<file path="config.mk">
export PLATFORM = sky130hd
export DESIGN_NAME = pwr_start_qual
export DESIGN_NICKNAME = d
export VERILOG_FILES = /design/src/rtl/psq_pkg.sv /design/src/rtl/psq_deglitch.sv /design/src/rtl/psq_therm_gate.sv /design/src/rtl/psq_rv_track.sv /design/src/rtl/pwr_start_qual.sv
export SDC_FILE = /design/constraint.sdc
export NUM_CORES = 1
export LEC_CHECK = 0
export CORE_ASPECT_RATIO = 0.9
export CORE_MARGIN = 4
export CORE_UTILIZATION = 52
export CTS_CLUSTER_DIAMETER = 60
export DETAILED_ROUTE_END_ITERATION = 7
export PLACE_DENSITY_LB_ADDON = 0.08
export REMOVE_ABC_BUFFERS = 1
export SYNTH_ARGS = -nofsm -noshare
export SYNTH_HDL_FRONTEND = slang
export SYNTH_SLANG_ARGS = --single-unit
</file>
<file path="constraint.sdc">
create_clock -name clk_i -period 6.1 [get_ports clk_i]
set_input_delay 1.22 -clock clk_i [delete_from_list [all_inputs] [get_ports clk_i]]
set_output_delay 1.22 -clock clk_i [all_outputs]
set_load 0.02 [all_outputs]
</file>
<file path="src/rtl/psq_pkg.sv">
package psq_pkg;
  typedef enum logic [1:0] {
    ST_OFF  = 2'd0,
    ST_QUAL = 2'd1,
    ST_ACT  = 2'd2
  } psq_state_e;
endpackage

</file>
<file path="src/rtl/psq_deglitch.sv">
module psq_deglitch #(
  parameter int CYC = 16
) (
  input  logic clk_i,
  input  logic rst_ni,
  input  logic req_i,
  input  logic en_i,
  output logic acc_o
);
  localparam int CW = (CYC > 1) ? $clog2(CYC) : 1;
  localparam logic [CW-1:0] LAST = CW'(CYC - 1);

  logic [CW-1:0] cnt_q;
  logic          smp;

  assign smp = req_i && en_i;

  always_ff @(posedge clk_i or negedge rst_ni) begin
    if (!rst_ni)          cnt_q <= '0;
    else if (!smp)        cnt_q <= '0;
    else if (cnt_q != LAST) cnt_q <= cnt_q + 1'b1;
  end

  assign acc_o = smp && (cnt_q == LAST);

  generate
    if (CYC > 1) begin : g_chk
      assert_accept_held_R2: assert property (@(posedge clk_i) disable iff (!rst_ni)
        acc_o |-> $past(smp))
        else $error("accept without a held request");
    end
  endgenerate
endmodule

</file>
<file path="src/rtl/psq_therm_gate.sv">
module psq_therm_gate #(
  parameter int NS = 4
) (
  input  logic [NS-1:0] warm_hi_i,
  input  logic [NS-1:0] warm_lo_i,
  input  logic [NS-1:0] hot_lo_i,
  input  logic [NS-1:0] mask_i,
  input  logic          from_evt_i,
  output logic          ok_o
);
  logic any_warm_live;

  assign any_warm_live = ~&mask_i;

  always_comb begin
    if (!any_warm_live)  ok_o = ~|hot_lo_i;
    else if (from_evt_i) ok_o = ~|warm_lo_i;
    else                 ok_o = ~|warm_hi_i;
  end
endmodule

</file>
<file path="src/rtl/psq_rv_track.sv">
module psq_rv_track #(
  parameter int NR = 8
) (
  input  logic          clk_i,
  input  logic          rst_ni,
  input  logic          set_i,
  input  logic          clr_i,
  input  logic [NR-1:0] dis_ok_i,
  output logic [NR-1:0] flag_o
);
  always_ff @(posedge clk_i or negedge rst_ni) begin
    if (!rst_ni)    flag_o <= '0;
    else if (clr_i) flag_o <= '0;
    else if (set_i) flag_o <= flag_o | ~dis_ok_i;
  end

  assert_clear_R8: assert property (@(posedge clk_i) disable iff (!rst_ni)
    clr_i |=> (flag_o == '0))
    else $error("flags survive clear");

  assert_flag_only_charged_R7: assert property (@(posedge clk_i) disable iff (!rst_ni)
    !$past(clr_i) |-> ((flag_o & ~$past(flag_o) & $past(dis_ok_i)) == '0))
    else $error("flag set on discharged rail");
endmodule

</file>
<file path="src/rtl/pwr_start_qual.sv">
module pwr_start_qual
  import psq_pkg::*;
#(
  parameter int NR        = 8,
  parameter int NS        = 4,
  parameter int DEGL_CYC  = 16,
  parameter int START_DLY = 300,
  parameter int RV_TMO    = 4500
) (
  input  logic          clk_i,
  input  logic          rst_ni,
  input  logic          on_req_i,
  input  logic          por_ok_i,
  input  logic [NR-1:0] dis_ok_i,
  input  logic [NS-1:0] warm_hi_i,
  input  logic [NS-1:0] warm_lo_i,
  input  logic [NS-1:0] hot_lo_i,
  input  logic [NS-1:0] warm_mask_i,
  input  logic          therm_evt_i,
  input  logic          rv_clr_i,
  output logic          start_o,
  output logic [NR-1:0] dsch_en_o,
  output logic [NR-1:0] rv_flag_o
);
  localparam int QW = $clog2(RV_TMO + 1);
  localparam logic [QW-1:0] Q_DLY = QW'(START_DLY);
  localparam logic [QW-1:0] Q_TMO = QW'(RV_TMO);

  psq_state_e    st_q;
  logic [QW-1:0] qcnt_q;
  logic          from_evt_q;
  logic          acc;
  logic          therm_ok;
  logic          all_dis;
  logic          go;
  logic          rv_set;

  psq_deglitch #(.CYC(DEGL_CYC)) u_degl (
    .clk_i (clk_i),
    .rst_ni(rst_ni),
    .req_i (on_req_i),
    .en_i  (por_ok_i),
    .acc_o (acc)
  );

  psq_therm_gate #(.NS(NS)) u_therm (
    .warm_hi_i (warm_hi_i),
    .warm_lo_i (warm_lo_i),
    .hot_lo_i  (hot_lo_i),
    .mask_i    (warm_mask_i),
    .from_evt_i(from_evt_q),
    .ok_o      (therm_ok)
  );

  psq_rv_track #(.NR(NR)) u_rv (
    .clk_i   (clk_i),
    .rst_ni  (rst_ni),
    .set_i   (rv_set),
    .clr_i   (rv_clr_i),
    .dis_ok_i(dis_ok_i),
    .flag_o  (rv_flag_o)
  );

  assign all_dis = &dis_ok_i;
  assign go      = (qcnt_q >= Q_DLY) && all_dis && therm_ok && ~|rv_flag_o;
  assign rv_set  = (st_q == ST_QUAL) && por_ok_i && !rv_clr_i
                   && (qcnt_q == Q_TMO) && !all_dis;

  always_ff @(posedge clk_i or negedge rst_ni) begin
    if (!rst_ni) begin
      st_q       <= ST_OFF;
      qcnt_q     <= '0;
      from_evt_q <= 1'b0;
      start_o    <= 1'b0;
    end else begin
      start_o <= 1'b0;
      unique case (st_q)
        ST_OFF: begin
          if (acc) begin
            st_q       <= ST_QUAL;
            qcnt_q     <= '0;
            from_evt_q <= 1'b0;
          end
        end
        ST_QUAL: begin
          if (!por_ok_i) begin
            st_q <= ST_OFF;
          end else if (rv_clr_i) begin
            qcnt_q <= '0;
          end else if (go) begin
            st_q    <= ST_ACT;
            start_o <= 1'b1;
          end else if (qcnt_q != Q_TMO) begin
            qcnt_q <= qcnt_q + 1'b1;
          end
        end
        ST_ACT: begin
          if (!por_ok_i) begin
            st_q <= ST_OFF;
          end else if (therm_evt_i) begin
            st_q       <= ST_QUAL;
            qcnt_q     <= '0;
            from_evt_q <= 1'b1;
          end else if (!on_req_i) begin
            st_q <= ST_OFF;
          end
        end
        default: st_q <= ST_OFF;
      endcase
    end
  end

  assign dsch_en_o = {NR{st_q == ST_QUAL}};

  assert_start_single_R6: assert property (@(posedge clk_i) disable iff (!rst_ni)
    start_o |=> !start_o)
    else $error("start longer than one cycle");

  assert_start_all_dis_R5: assert property (@(posedge clk_i) disable iff (!rst_ni)
    start_o |-> $past(all_dis))
    else $error("start with a charged rail");

  assert_start_after_dsch_R4: assert property (@(posedge clk_i) disable iff (!rst_ni)
    start_o |-> $past(dsch_en_o == {NR{1'b1}}))
    else $error("start without discharge phase");

  assert_no_start_flagged_R7: assert property (@(posedge clk_i) disable iff (!rst_ni)
    start_o |-> $past(rv_flag_o == '0))
    else $error("start while flagged");

  assert_por_drop_R3: assert property (@(posedge clk_i) disable iff (!rst_ni)
    !por_ok_i |=> (!start_o && dsch_en_o == '0))
    else $error("activity without supply");
endmodule

</file>
### After elaboration in Yosys (flattened, before gate mapping)

Index checks and enable logic that the tools add are counted.

| operators by class | value |
|---|---|
| add/subtract/negate cells | 2 |
| magnitude comparators | 1 |
| eq/ne operators | 16 |
| muxes and demuxes | 30 |
| bitwise gates (word level) | 2 |
| reductions and logical operators | 28 |

Operator list:

| operator | count |
|---|---|
| 13-bit two-way mux | 7 |
| 13-bit one-hot mux with 3 select lines | 1 |
| 8-bit two-way mux | 2 |
| 2-bit two-way mux | 7 |
| 13-bit by 1-bit adder with 13-bit output, second input constant | 1 |
| 13-bit == test, second input constant | 1 |
| 13-bit by 9-bit greater-or-equal comparator with 1-bit output, second input constant | 1 |
| 13-bit != test, second input constant | 1 |
| 4-bit AND reduction | 3 |
| 4-bit OR reduction | 3 |
| 2-bit != test, second input constant | 5 |
| 1-bit logical AND | 9 |
| 1-bit two-way mux | 9 |
| 4-bit two-way mux | 2 |
| 4-bit != test, second input constant | 2 |
| 8-bit inverter | 1 |
| 8-bit OR | 1 |
| 8-bit AND reduction | 1 |
| 8-bit OR reduction | 1 |
| 7-bit AND reduction | 1 |
| 1-bit zero test | 6 |
| 3-bit by 2-bit != test with 1-bit output, second input constant | 2 |
| 3-bit != test, second input constant | 2 |
| 2-bit one-hot mux with 3 select lines | 1 |
| other kinds (8) | 9 |

| storage, ports and cells | value |
|---|---|
| register bits | 29 |
| input port bits | 30 |
| output and inout port bits | 17 |
| logic and storage cells | 85 |

### Depth between registers and ports, before layout

Gate-level depths: netlist of the first run.

| depth | value |
|---|---|
| depth after elaboration | 10 |
| mapped depth | 9 |
| gate-level depth less buffers | 8 |

### Cells and area by module

Synthesis of the first run repeated with hierarchy kept, for this count alone.

| unflattened totals | value |
|---|---|
| cells, all modules | 200 |
| area, all modules | 1845.5 µm² |

Modules (own cells, without submodules):

| module | times used | cells an instance | area an instance (µm²) | sequential area each (µm²) |
|---|---|---|---|---|
| pwr_start_qual | 1 | 140 | 1251.2 | 425.4 |
| psq_rv_track | 1 | 33 | 324.1 | 200.2 |
| psq_deglitch | 1 | 21 | 224.0 | 100.1 |
| psq_therm_gate | 1 | 6 | 46.3 | 0.0 |

### Least setup slack after synthesis of the first run

OpenSTA, ideal clock, no wires.

| path | value |
|---|---|
| path type | input -> register |
| start | input port therm_evt_i |
| end | register qcnt_q[12] |
| library setup time | 77 ps |
| arrival time | 2676 ps |
| data required time | 6023 ps |
| slack | 3346 ps |
| stages on the path | 7 |
| buffers on the path | 1 |
| cells stage by stage | and3b_1 o21bai_1 nand2_1 buf_2 or3_1 or3_2 a21oi_1 |

| between the ends | value |
|---|---|
| longest elaborated chain between the ends | 2 |

Ends and longest elaborated chain:

| what | line | source |
|---|---|---|
| start: declaration | pwr_start_qual.sv:19 | `input logic therm_evt_i,` |
| 2-bit != test (no source line) | -- |  |
| 7-bit AND reduction (no source line) | -- |  |
| end signal: assignment | pwr_start_qual.sv:94 | `qcnt_q <= qcnt_q + 1'b1;` |
| end: declaration | pwr_start_qual.sv:30 | `logic [QW-1:0] qcnt_q;` |

Every way passes these cells.
A chain may end at the register's enable or synchronous reset.

### Worst setup path in the final report of the first run

| path | value |
|---|---|
| start | input port on_req_i |
| end | register qcnt_q[7] |

| between the ends | value |
|---|---|
| longest elaborated chain between the ends | 4 |

Ends and longest elaborated chain:

| what | line | source |
|---|---|---|
| start: declaration | pwr_start_qual.sv:12 | `input logic on_req_i,` |
| 1-bit logical AND | psq_deglitch.sv:16 | `assign smp = req_i && en_i;` |
| 1-bit logical AND | psq_deglitch.sv:24 | `assign acc_o = smp && (cnt_q == LAST);` |
| 2-bit != test (no source line) | -- |  |
| 7-bit AND reduction (no source line) | -- |  |

Every way passes these cells.

==> results of run 1 <==
-- per-layer routing --
metal  routed length (um)  GRT usage [%]
met1                 1670           26.1
met2                 2040           33.0
met3                  464           8.45
met4                   61           7.44
met5                    0              0
-- final cells by class --
| class | instances | area (um2) | share of cell area, % |
|---|---|---|---|
| inverters | 6 | 22.5 | 1.02 |
| repair buffers | 47 | 468 | 21.1 |
| clock inverters | 2 | 10.0 | 0.451 |
| clock buffers | 6 | 72.6 | 3.27 |
| multi-input cells | 138 | 866 | 39.1 |
| well taps | 42 | 52.6 | 2.37 |
| flip-flops and latches | 29 | 726 | 32.7 |
-- how the worst max path moves through the flow --
stage,from,end,slack (ns),depth (start not counted)
2_1_floorplan,st_q[1],u_rv.flag_o[0],1.99,6
3_3_place_gp,on_req_i,qcnt_q[7],2.56,7
3_5_place_dp,on_req_i,qcnt_q[9],2.52,7
4_1_cts,on_req_i,qcnt_q[7],2.80,7
5_1_grt,on_req_i,qcnt_q[7],2.61,7
6_report,on_req_i,qcnt_q[7],2.80,7
-- Yosys cell counts (4+ instances only) --
cell,n
nand2_1,24
nand4_1,6
inv_1,6
dfrtp_1,29
nand3_1,7
o21ba_2,8
buf_4,7
nor3_1,4
o211ai_1,5
nor2_1,20
or4_1,8
or3_1,4
nor4_1,5
o21ai_2,4
a21oi_1,5
-- worst max-delay path, cell delays in order --
cell and delay, ns:
clkdlybuf4s50_1 0.49, a41oi_1 0.13, o21bai_1 0.18, nand2_1 0.26
or4_1 0.64, or3_2 0.43, a21oi_1 0.15
-- sequential cells by signal, summed over array words and instances (netlist names) --
signal	cells
qcnt_q	13
u_rv.flag_o	8
u_degl.cnt_q	4
st_q	2
from_evt_q	1
start_o	1
-- stage by stage --
stage,area (um2),setup WS [ns],instances,util (%),total power [mW]
floorplan,1610,1.99,173,-,0.211
global placement,2130,2.56,262,68.5,0.239
detailed placement,2130,2.52,262,68.5,0.241
CTS,2220,2.80,270,71.2,0.389
global route,2220,2.61,270,71.2,0.408
finish,2220,2.80,270,71.2,0.385
-- power groups by stage --
stage,Combinational [mW],Sequential (mW),Clock [mW]
6_report,0.0386,0.199,0.148
5_1_grt,0.0427,0.199,0.166
4_1_cts,0.0392,0.198,0.152
3_5_place_dp,0.0388,0.202,0
3_3_place_gp,0.0374,0.201,0
2_1_floorplan,0.0103,0.201,0
-- cell families (layout without fill, tap and decap cells) --
kind of cell             Yosys count  count (layout)  synth area share (%)
AO/OA/AOI/OAI                     40              40                  18.9
XOR/XNOR                           1               1                 0.508
adder cells (fa/ha/maj)            3               3                  2.18
buffers and inverters             20              61                  7.62
flip-flops                        29              29                  42.1
multiplexers                       1               1                 0.581
AND/OR/NAND/NOR                   93              93                  28.1
==> flow_summary.json, run 1 <==
{
  "syn-mean-instance-area_um2": 9.21,
  "synth_area_leaders": "dfrtp_1, nand2_1, o21ba_2",
  "fmax_ghz": 0.303,
  "cts_sinks": 29,
  "finalMaxSlewViolations": 0,
  "fp.dieW_um": 68.7,
  "final_nets": 260,
  "first_pass_iters": 4,
  "die_area_um2": 4300,
  "period_share_pct": 54.2,
  "p_comb_share_pct": 10.0,
  "port_buffers": 46,
  "layout_commonest_cell": "clkdlybuf4s50_1",
  "relSlewSlack_pct": 55.5,
  "yosysSeqAreaShare_pct": 42.1,
  "drive_above_1_share_pct": 11.8,
  "yosysTopAreaCell": "dfrtp_1",
  "area_growth_pct": 28.7,
  "finalCriticalPeriod_ns": 3.30,
  "post-route-drc-count": 0,
  "cp_max_fo": 13,
  "cts.clk_slew.worst_paths_ns": 0.06,
  "viasPerCell": 5.96,
  "min_from": "qcnt_q[0]",
  "holdBufCountCts": 0,
  "rsz0062_at_grt": "false",
  "worst_pin_slew_ns": 0.667,
  "ys_async_sr_fraction_pct": 100,
  "hold_depth": 1,
  "ys_ff_latch": 29,
  "crit_required_ns": 6.30,
  "num_antenna_cells": 0,
  "tns_ns": 0,
  "start_kind": "primary input",
  "synth_warnings": 0,
  "worstPathArrival_ns": 3.51,
  "p_seq_share_pct": 51.6,
  "power_switching_uw": 88.8,
  "overflow": 0,
  "switching_share_pct": 23.1,
  "pwr-share-clk_pct": 38.4,
  "nFillCells": 249,
  "clk_latency_ns": 0.28,
  "numCtsBuffers": 5,
  "vias": 1609,
  "timing.rr.end": "u_rv.flag_o[3]",
  "drtIter0Drc": 80,
  "routed_wl_um": 4230,
  "hold_class": "flip-flop to flip-flop",
  "dieHeight_um": 62.6,
  "path_class": "primary input to flip-flop",
  "hold_slack_ns": 0.527,
  "antenna_found_initial": 0,
  "dominantRegCellSynth": "dfrtp_1",
  "synth_edf_count": 0,
  "grt_pass1_wl_um": 6890,
  "holdPathEnd": "qcnt_q[0]",
  "cts_tree": "done",
  "initial_core_util_pct": 55.3,
  "cap_violations": 0,
  "finalWeightedCongestion": 0.853,
  "power_density_nw_per_um2": 174,
  "power_leakage_nw": 0.916,
  "hold_viol": 0,
  "post-cts-setup-buffers": 0,
  "reg2reg_depth": 6,
  "synth_top_area_share_pct": 42.1,
  "pin_count": 47,
  "outcome": "complete, no violations",
  "p_int_uw": 296,
  "core_area_um2": 3110,
  "final_cell_mix": "clkdlybuf4s50_1, dfrtp_1, nand2_1, nor2_1",
  "ctsResizeCount": 0,
  "r2r_start": "st_q[0]",
  "cts_root_buf": "clkbuf_8",
  "irDropWorstVdd_v": 0.000154,
  "antenna_left": 0,
  "end_kind": "flip-flop",
  "avgRoutedWirePerCell_um": 15.7,
  "rrSetupSlack_ns": 3.46,
  "grt_start_max_net_pins": 30,
  "syn_inst": 187,
  "clockBufferDepth": 2,
  "report.final.setup_viol": 0,
  "rows": 19,
  "finClkSkew_ns": 0.00457,
  "hpwl_um": 3190,
  "htree_levels": 2,
  "syn_area_um2": 1720,
  "grt_usage_pct": 21.2,
  "ys_types": 47,
  "grt_pass1_vias": 1539
}
Power figures use the tool's default switching activity.
==> inputs of run 2 (changes only) <==
--- a/config.mk
+++ b/config.mk
@@ -7,7 +7,7 @@
 export LEC_CHECK = 0
 export CORE_ASPECT_RATIO = 0.9
 export CORE_MARGIN = 4
-export CORE_UTILIZATION = 52
+export CORE_UTILIZATION = 48
 export CTS_CLUSTER_DIAMETER = 60
 export DETAILED_ROUTE_END_ITERATION = 7
 export PLACE_DENSITY_LB_ADDON = 0.08
==> constraint.sdc (replaced) <==
create_clock -name clk_i -period 3.05 [get_ports clk_i]
set_input_delay 0.61 -clock clk_i [delete_from_list [all_inputs] [get_ports clk_i]]
set_output_delay 0.61 -clock clk_i [all_outputs]
set_load 0.02 [all_outputs]
==> flow_summary.json, run 2 (synthesis gave the netlist of run 1 again) <==
{
  "p_seq_share_pct": 50.2,
  "final_cell_mix": "clkdlybuf4s50_1, dfrtp_1, nand2_1, nor2_1",
  "power_switching_uw": 175,
  "initial_core_util_pct": 50.6,
  "pwr-share-clk_pct": 39.9,
  "start_kind": "flip-flop",
  "crit_required_ns": 2.44,
  "num_antenna_cells": 0,
  "cp_top_family": "buffers and inverters",
  "port_buffers": 46,
  "clockBufferDepth": 2,
  "vias": 1616,
  "rsz0062_at_grt": "false",
  "fmax_ghz": 0.393,
  "multi_input_area_um2": 866,
  "setup_ws_ns": 0.508,
  "cts_tree": "done",
  "drtIter0Drc": 83,
  "crit_path_max_incr_delay_ns": 0.73,
  "regArea_um2": 726,
  "period_share_pct": 83.3,
  "rows": 20,
  "end_kind": "primary output",
  "cap_violations": 0,
  "grt_pass1_vias": 1684,
  "post-route-drc-count": 0,
  "nFillCells": 290,
  "overflow": 0,
  "pin_count": 47,
  "numCtsBuffers": 5,
  "core_area_um2": 3400,
  "min_from": "qcnt_q[0]",
  "hold_depth": 1,
  "rrSetupSlack_ns": 0.68,
  "reg_top3": "qcnt_q: 13 flops, u_rv.flag_o: 8 flops, u_degl.cnt_q: 4 flops",
  "cts_sinks": 29,
  "grt_usage_pct": 20.9,
  "path_cells": "nor2b_1 -> clkdlybuf4s50_1",
  "clk_latency_ns": 0.28,
  "grt_start_max_net_pins": 30,
  "finClkSkew_ns": 0.00555,
  "first_pass_iters": 4,
  "p_comb_share_pct": 9.9,
  "cp_max_fo": 10,
  "reg2reg_depth": 8,
  "drive_above_1_share_pct": 12.6,
  "routed_wl_um": 4380,
  "tns_ns": 0,
  "p_int_uw": 615,
  "switching_share_pct": 22.2,
  "die_area_um2": 4610,
  "place_ws_ns": 0.232,
  "path_class": "flip-flop to primary output",
  "holdPathEnd": "qcnt_q[0]",
  "worst_pin_slew_ns": 0.594,
  "hpwl_um": 3350,
  "grt_pass1_wl_um": 7660,
  "finalWeightedCongestion": 0.924,
  "viasPerCell": 5.90,
  "cp_slowest_cell": "clkdlybuf4s50_1",
  "area_growth_pct": 30.4,
  "final_nets": 263,
  "report.final.setup_viol": 0,
  "hold_viol": 0,
  "power_density_nw_per_um2": 352,
  "cts_root_buf": "clkbuf_8",
  "post-cts-setup-buffers": 0,
  "worstPathArrival_ns": 1.93,
  "relSlewSlack_pct": 60.3,
  "finalMaxSlewViolations": 0,
  "regMostFlops": "qcnt_q",
  "dieHeight_um": 64.8,
  "finalCriticalPeriod_ns": 2.54,
  "layout_commonest_cell": "clkdlybuf4s50_1",
  "cts.clk_slew.worst_paths_ns": 0.06,
  "avgRoutedWirePerCell_um": 16.0,
  "fp.dieW_um": 71.2,
  "antenna_found_initial": 0,
  "final_util_pct": 66.0,
  "ctsResizeCount": 0,
  "timing.rr.end": "qcnt_q[12]",
  "outcome": "complete, no violations",
  "hold_class": "flip-flop to flip-flop",
  "largest_reg_flops": 13,
  "antenna_left": 0,
  "r2r_start": "u_degl.cnt_q[0]",
  "power_leakage_nw": 0.930,
  "cp_num_buf_inv": 1,
  "holdBufCountCts": 0,
  "htree_levels": 2,
  "irDropWorstVdd_v": 0.000284
}
==> run 2: cell types whose count changed in the layout (fill, tap and decap cells not counted) <==
cell	delta
buf_4	+3
clkbuf_8	+1
clkinv_2	-2
==> run 2: power groups by stage <==
stage	combinational [mW]	sequential, mW	clock [mW]
detailed placement	0.0795	0.403	0
floorplan	0.0206	0.402	0
global placement	0.0753	0.403	0
CTS	0.0799	0.396	0.326
global route	0.0865	0.397	0.348
finish	0.0785	0.397	0.315
==> run 2: how the worst max path moves through the flow <==
stage / start / slack (ns) / depth (start not counted) / endpoint
after floorplan: st_q[1] / -1.06 / 6 / u_rv.flag_o[0]
after global placement: on_req_i / 0.29 / 8 / qcnt_q[12]
after detailed placement: on_req_i / 0.23 / 8 / qcnt_q[12]
after CTS: st_q[0] / 0.49 / 2 / dsch_en_o[4]
after global routing: st_q[0] / 0.34 / 2 / dsch_en_o[2]
final: st_q[0] / 0.51 / 2 / dsch_en_o[4]
==> run 2: layer usage <==
| metal | global-route usage, % | vias up | share of wire [%] |
|---|---|---|---|
| met2 | 33.7 | 70 | 45 |
| met4 | 6.34 | 0 | 1.4 |
| met5 | 0 | - | 0 |
| met1 | 26.2 | 771 | 45 |
| li1 | - | 768 | - |
| met3 | 7.29 | 7 | 8.1 |
==> run 2: worst register-to-register path, cell delays in order, from the launching register on <==
cell and delay [ns]:
dfrtp_1 0.41, ha_1 0.26, a41oi_1 0.14, o21bai_1 0.19, nand2_1 0.14, buf_4 0.19, or3_1 0.40, or3_2 0.41
a21oi_1 0.15
==> run 2: final cells by class <==
class                      count  share of cell area (%)
inverter                       6                    1.00
tap                           44                    2.45
clock buffer                   7                    3.84
timing repair buffer          50                    21.8
sequential                    29                    32.3
multi-input combinational    138                    38.6
==> run 2: through the flow <==
| step | hold slack [ns] | total power, mW | cells | area [um2] |
|---|---|---|---|---|
| floorplan | 0.314 | 0.423 | 173 | 1610 |
| global placement | 0.495 | 0.478 | 267 | 2160 |
| detailed placement | 0.520 | 0.483 | 267 | 2160 |
| CTS | 0.530 | 0.802 | 274 | 2250 |
| global route | 0.558 | 0.832 | 274 | 2250 |
| finish | 0.523 | 0.790 | 274 | 2250 |
==> inputs of run 3 (changes only) <==
--- a/config.mk
+++ b/config.mk
@@ -7,7 +7,7 @@
 export LEC_CHECK = 0
 export CORE_ASPECT_RATIO = 0.9
 export CORE_MARGIN = 4
-export CORE_UTILIZATION = 48
+export CORE_UTILIZATION = 43
 export CTS_CLUSTER_DIAMETER = 60
 export DETAILED_ROUTE_END_ITERATION = 7
 export PLACE_DENSITY_LB_ADDON = 0.08
==> constraint.sdc (replaced) <==
create_clock -name clk_i -period 2.3 [get_ports clk_i]
set_input_delay 0.46 -clock clk_i [delete_from_list [all_inputs] [get_ports clk_i]]
set_output_delay 0.46 -clock clk_i [all_outputs]
set_load 0.02 [all_outputs]
==> flow_summary.json, run 3 (synthesis gave the netlist of run 1 again) <==
{
  "crit_top_cell": "or4_4",
  "cp_max_fo": 10,
  "grt_pass1_vias": 1723,
  "dp.cells": 288,
  "initial_core_util_pct": 45.5,
  "routed_wl_um": 4800,
  "period_share_pct": 100,
  "finalMaxSlewViolations": 0,
  "start_kind": "flip-flop",
  "antenna_left": 0,
  "cap_violations": 0,
  "worstPathArrival_ns": 2.47,
  "setup_ws_ns": -0.00249,
  "cp_num_buf_inv": 1,
  "grt_usage_pct": 19.7,
  "cp_top_family": "simple AND/OR/NAND/NOR gates",
  "cp_slowest_cell": "or4_4",
  "crit_path_max_incr_delay_ns": 0.53,
  "clk_latency_ns": 0.28,
  "outcome": "finished with violations",
  "end_kind": "flip-flop",
  "final_nets": 292,
  "grt_start_max_net_pins": 30,
  "rrSetupSlack_ns": -0.002,
  "reg_top3": "qcnt_q: 13 flops, u_rv.flag_o: 8 flops, u_degl.cnt_q: 4 flops",
  "regArea_um2": 726,
  "finClkSkew_ns": 0.00432,
  "area_growth_pct": 49.4,
  "hold_viol": 0,
  "vias": 1727,
  "dieHeight_um": 68.1,
  "startpoint": "u_rv.flag_o[1]",
  "drive_above_1_share_pct": 28.5,
  "cp_num_cells": 7,
  "core_area_um2": 3780,
  "antenna_found_initial": 0,
  "post-route-drc-count": 0,
  "num_antenna_cells": 0,
  "report.final.setup_viol": 2,
  "reg2reg_depth": 7,
  "numCtsBuffers": 5,
  "finalCriticalPeriod_ns": 2.30,
  "cts_tree": "done",
  "final_cell_mix": "clkdlybuf4s50_1, buf_4, dfrtp_1, nand2_1, nor2_1",
  "power_density_nw_per_um2": 428,
  "hpwl_um": 3490,
  "fp.dieW_um": 74.7,
  "path_class": "flip-flop to flip-flop",
  "violations": "negative setup slack",
  "cts_sinks": 29,
  "crit_required_ns": 2.47,
  "cts.clk_slew.worst_paths_ns": 0.06,
  "grt_pass1_wl_um": 7610,
  "holdBufCountCts": 0,
  "fmax_ghz": 0.434,
  "pin_count": 47,
  "final_cells": 306,
  "port_buffers": 46,
  "layout_commonest_cell": "clkdlybuf4s50_1",
  "largest_reg_flops": 13,
  "die_area_um2": 5080,
  "cts_root_buf": "clkbuf_8",
  "timing.rr.end": "qcnt_q[7]",
  "finalWeightedCongestion": 0.874,
  "power_leakage_nw": 1.12,
  "worst_pin_slew_ns": 0.457,
  "path_cells": "or4_4 -> or4_4 -> a211oi_4 -> and2_4 -> buf_12 -> or3_2 -> a21oi_2",
  "avgRoutedWirePerCell_um": 15.7,
  "hold_class": "flip-flop to flip-flop",
  "regMostFlops": "qcnt_q",
  "multi_input_area_um2": 952,
  "relSlewSlack_pct": 69.2,
  "nFillCells": 305,
  "hold_slack_ns": 0.540,
  "rows": 21,
  "crit_path_end": "qcnt_q[7]",
  "clockBufferDepth": 2,
  "first_pass_iters": 4,
  "drtIter0Drc": 120,
  "r2r_start": "u_rv.flag_o[1]",
  "viasPerCell": 5.64,
  "overflow": 0,
  "rsz0062_at_grt": "true",
  "htree_levels": 2,
  "irDropWorstVdd_v": 0.000341
}
## run 3: metrics by stage
step / total power [mW] / utilization [%] / TNS, ns / area (um2) / setup slack [ns]
2_1_floorplan: 0.560 / - / -41.03 / 1610 / -1.81
3_5_place_dp: 0.645 / 61.2 / -3.05 / 2320 / -0.347
4_1_cts: 1.11 / 65.7 / 0 / 2490 / 0.00120
6_report: 1.10 / 68.0 / -0.00369 / 2570 / -0.00249
3_3_place_gp: 0.642 / 61.2 / -2.55 / 2320 / -0.288
5_1_grt: 1.15 / 68.0 / -0.653 / 2570 / -0.0785
## run 3: how the worst min path moves through the flow
stage / startpoint / to / slack, ns / cells after the start
finish: qcnt_q[0] / qcnt_q[0] / 0.54 / 1
detailed placement: qcnt_q[0] / qcnt_q[0] / 0.53 / 1
global route: qcnt_q[0] / qcnt_q[0] / 0.57 / 1
floorplan: rst_ni / from_evt_q / 0.16 / 0
global placement: qcnt_q[0] / qcnt_q[0] / 0.50 / 1
CTS: qcnt_q[0] / qcnt_q[0] / 0.54 / 1
## run 3: area by class of cell
cell class,count,area share (%)
Multi-Input combinational cell,139,37.0
Sequential cell,29,28.2
Timing Repair Buffer,78,27.8
Clock buffer,7,3.74
Tap cell,46,2.24
Inverter,6,0.875
Clock inverter,1,0.194
## run 3: metal layers
layer,track usage (%),wire [um]
met1,23.3,2020
met3,5.43,386
met4,6.00,68
met5,0,0
met2,34.9,2330
## run 3: timing repair
| action | 4_1_cts | 5_1_grt |
|---|---|---|
| gates cloned | 0 | 1 |
| buffers inserted | 8 | 2 |
| gates resized for setup | 4 | 16 |
| endpoints found under the setup margin | 3 | 15 |
| pin swaps | 4 | 12 |
## run 3: where the power goes
part | switching, mW | internal (mW) | total (mW)
Combinational | 0.0483 | 0.0669 | 0.115
Sequential | 0.00629 | 0.518 | 0.524
Clock | 0.193 | 0.270 | 0.463
Total | 0.247 | 0.854 | 1.10
## run 3: worst register-to-register path: stages, from the launching register on
cell	delay (ns)
dfrtp_1	0.39
or4_4	0.53
or4_4	0.51
a211oi_4	0.22
and2_4	0.25
buf_12	0.14
or3_2	0.12
a21oi_2	0.05
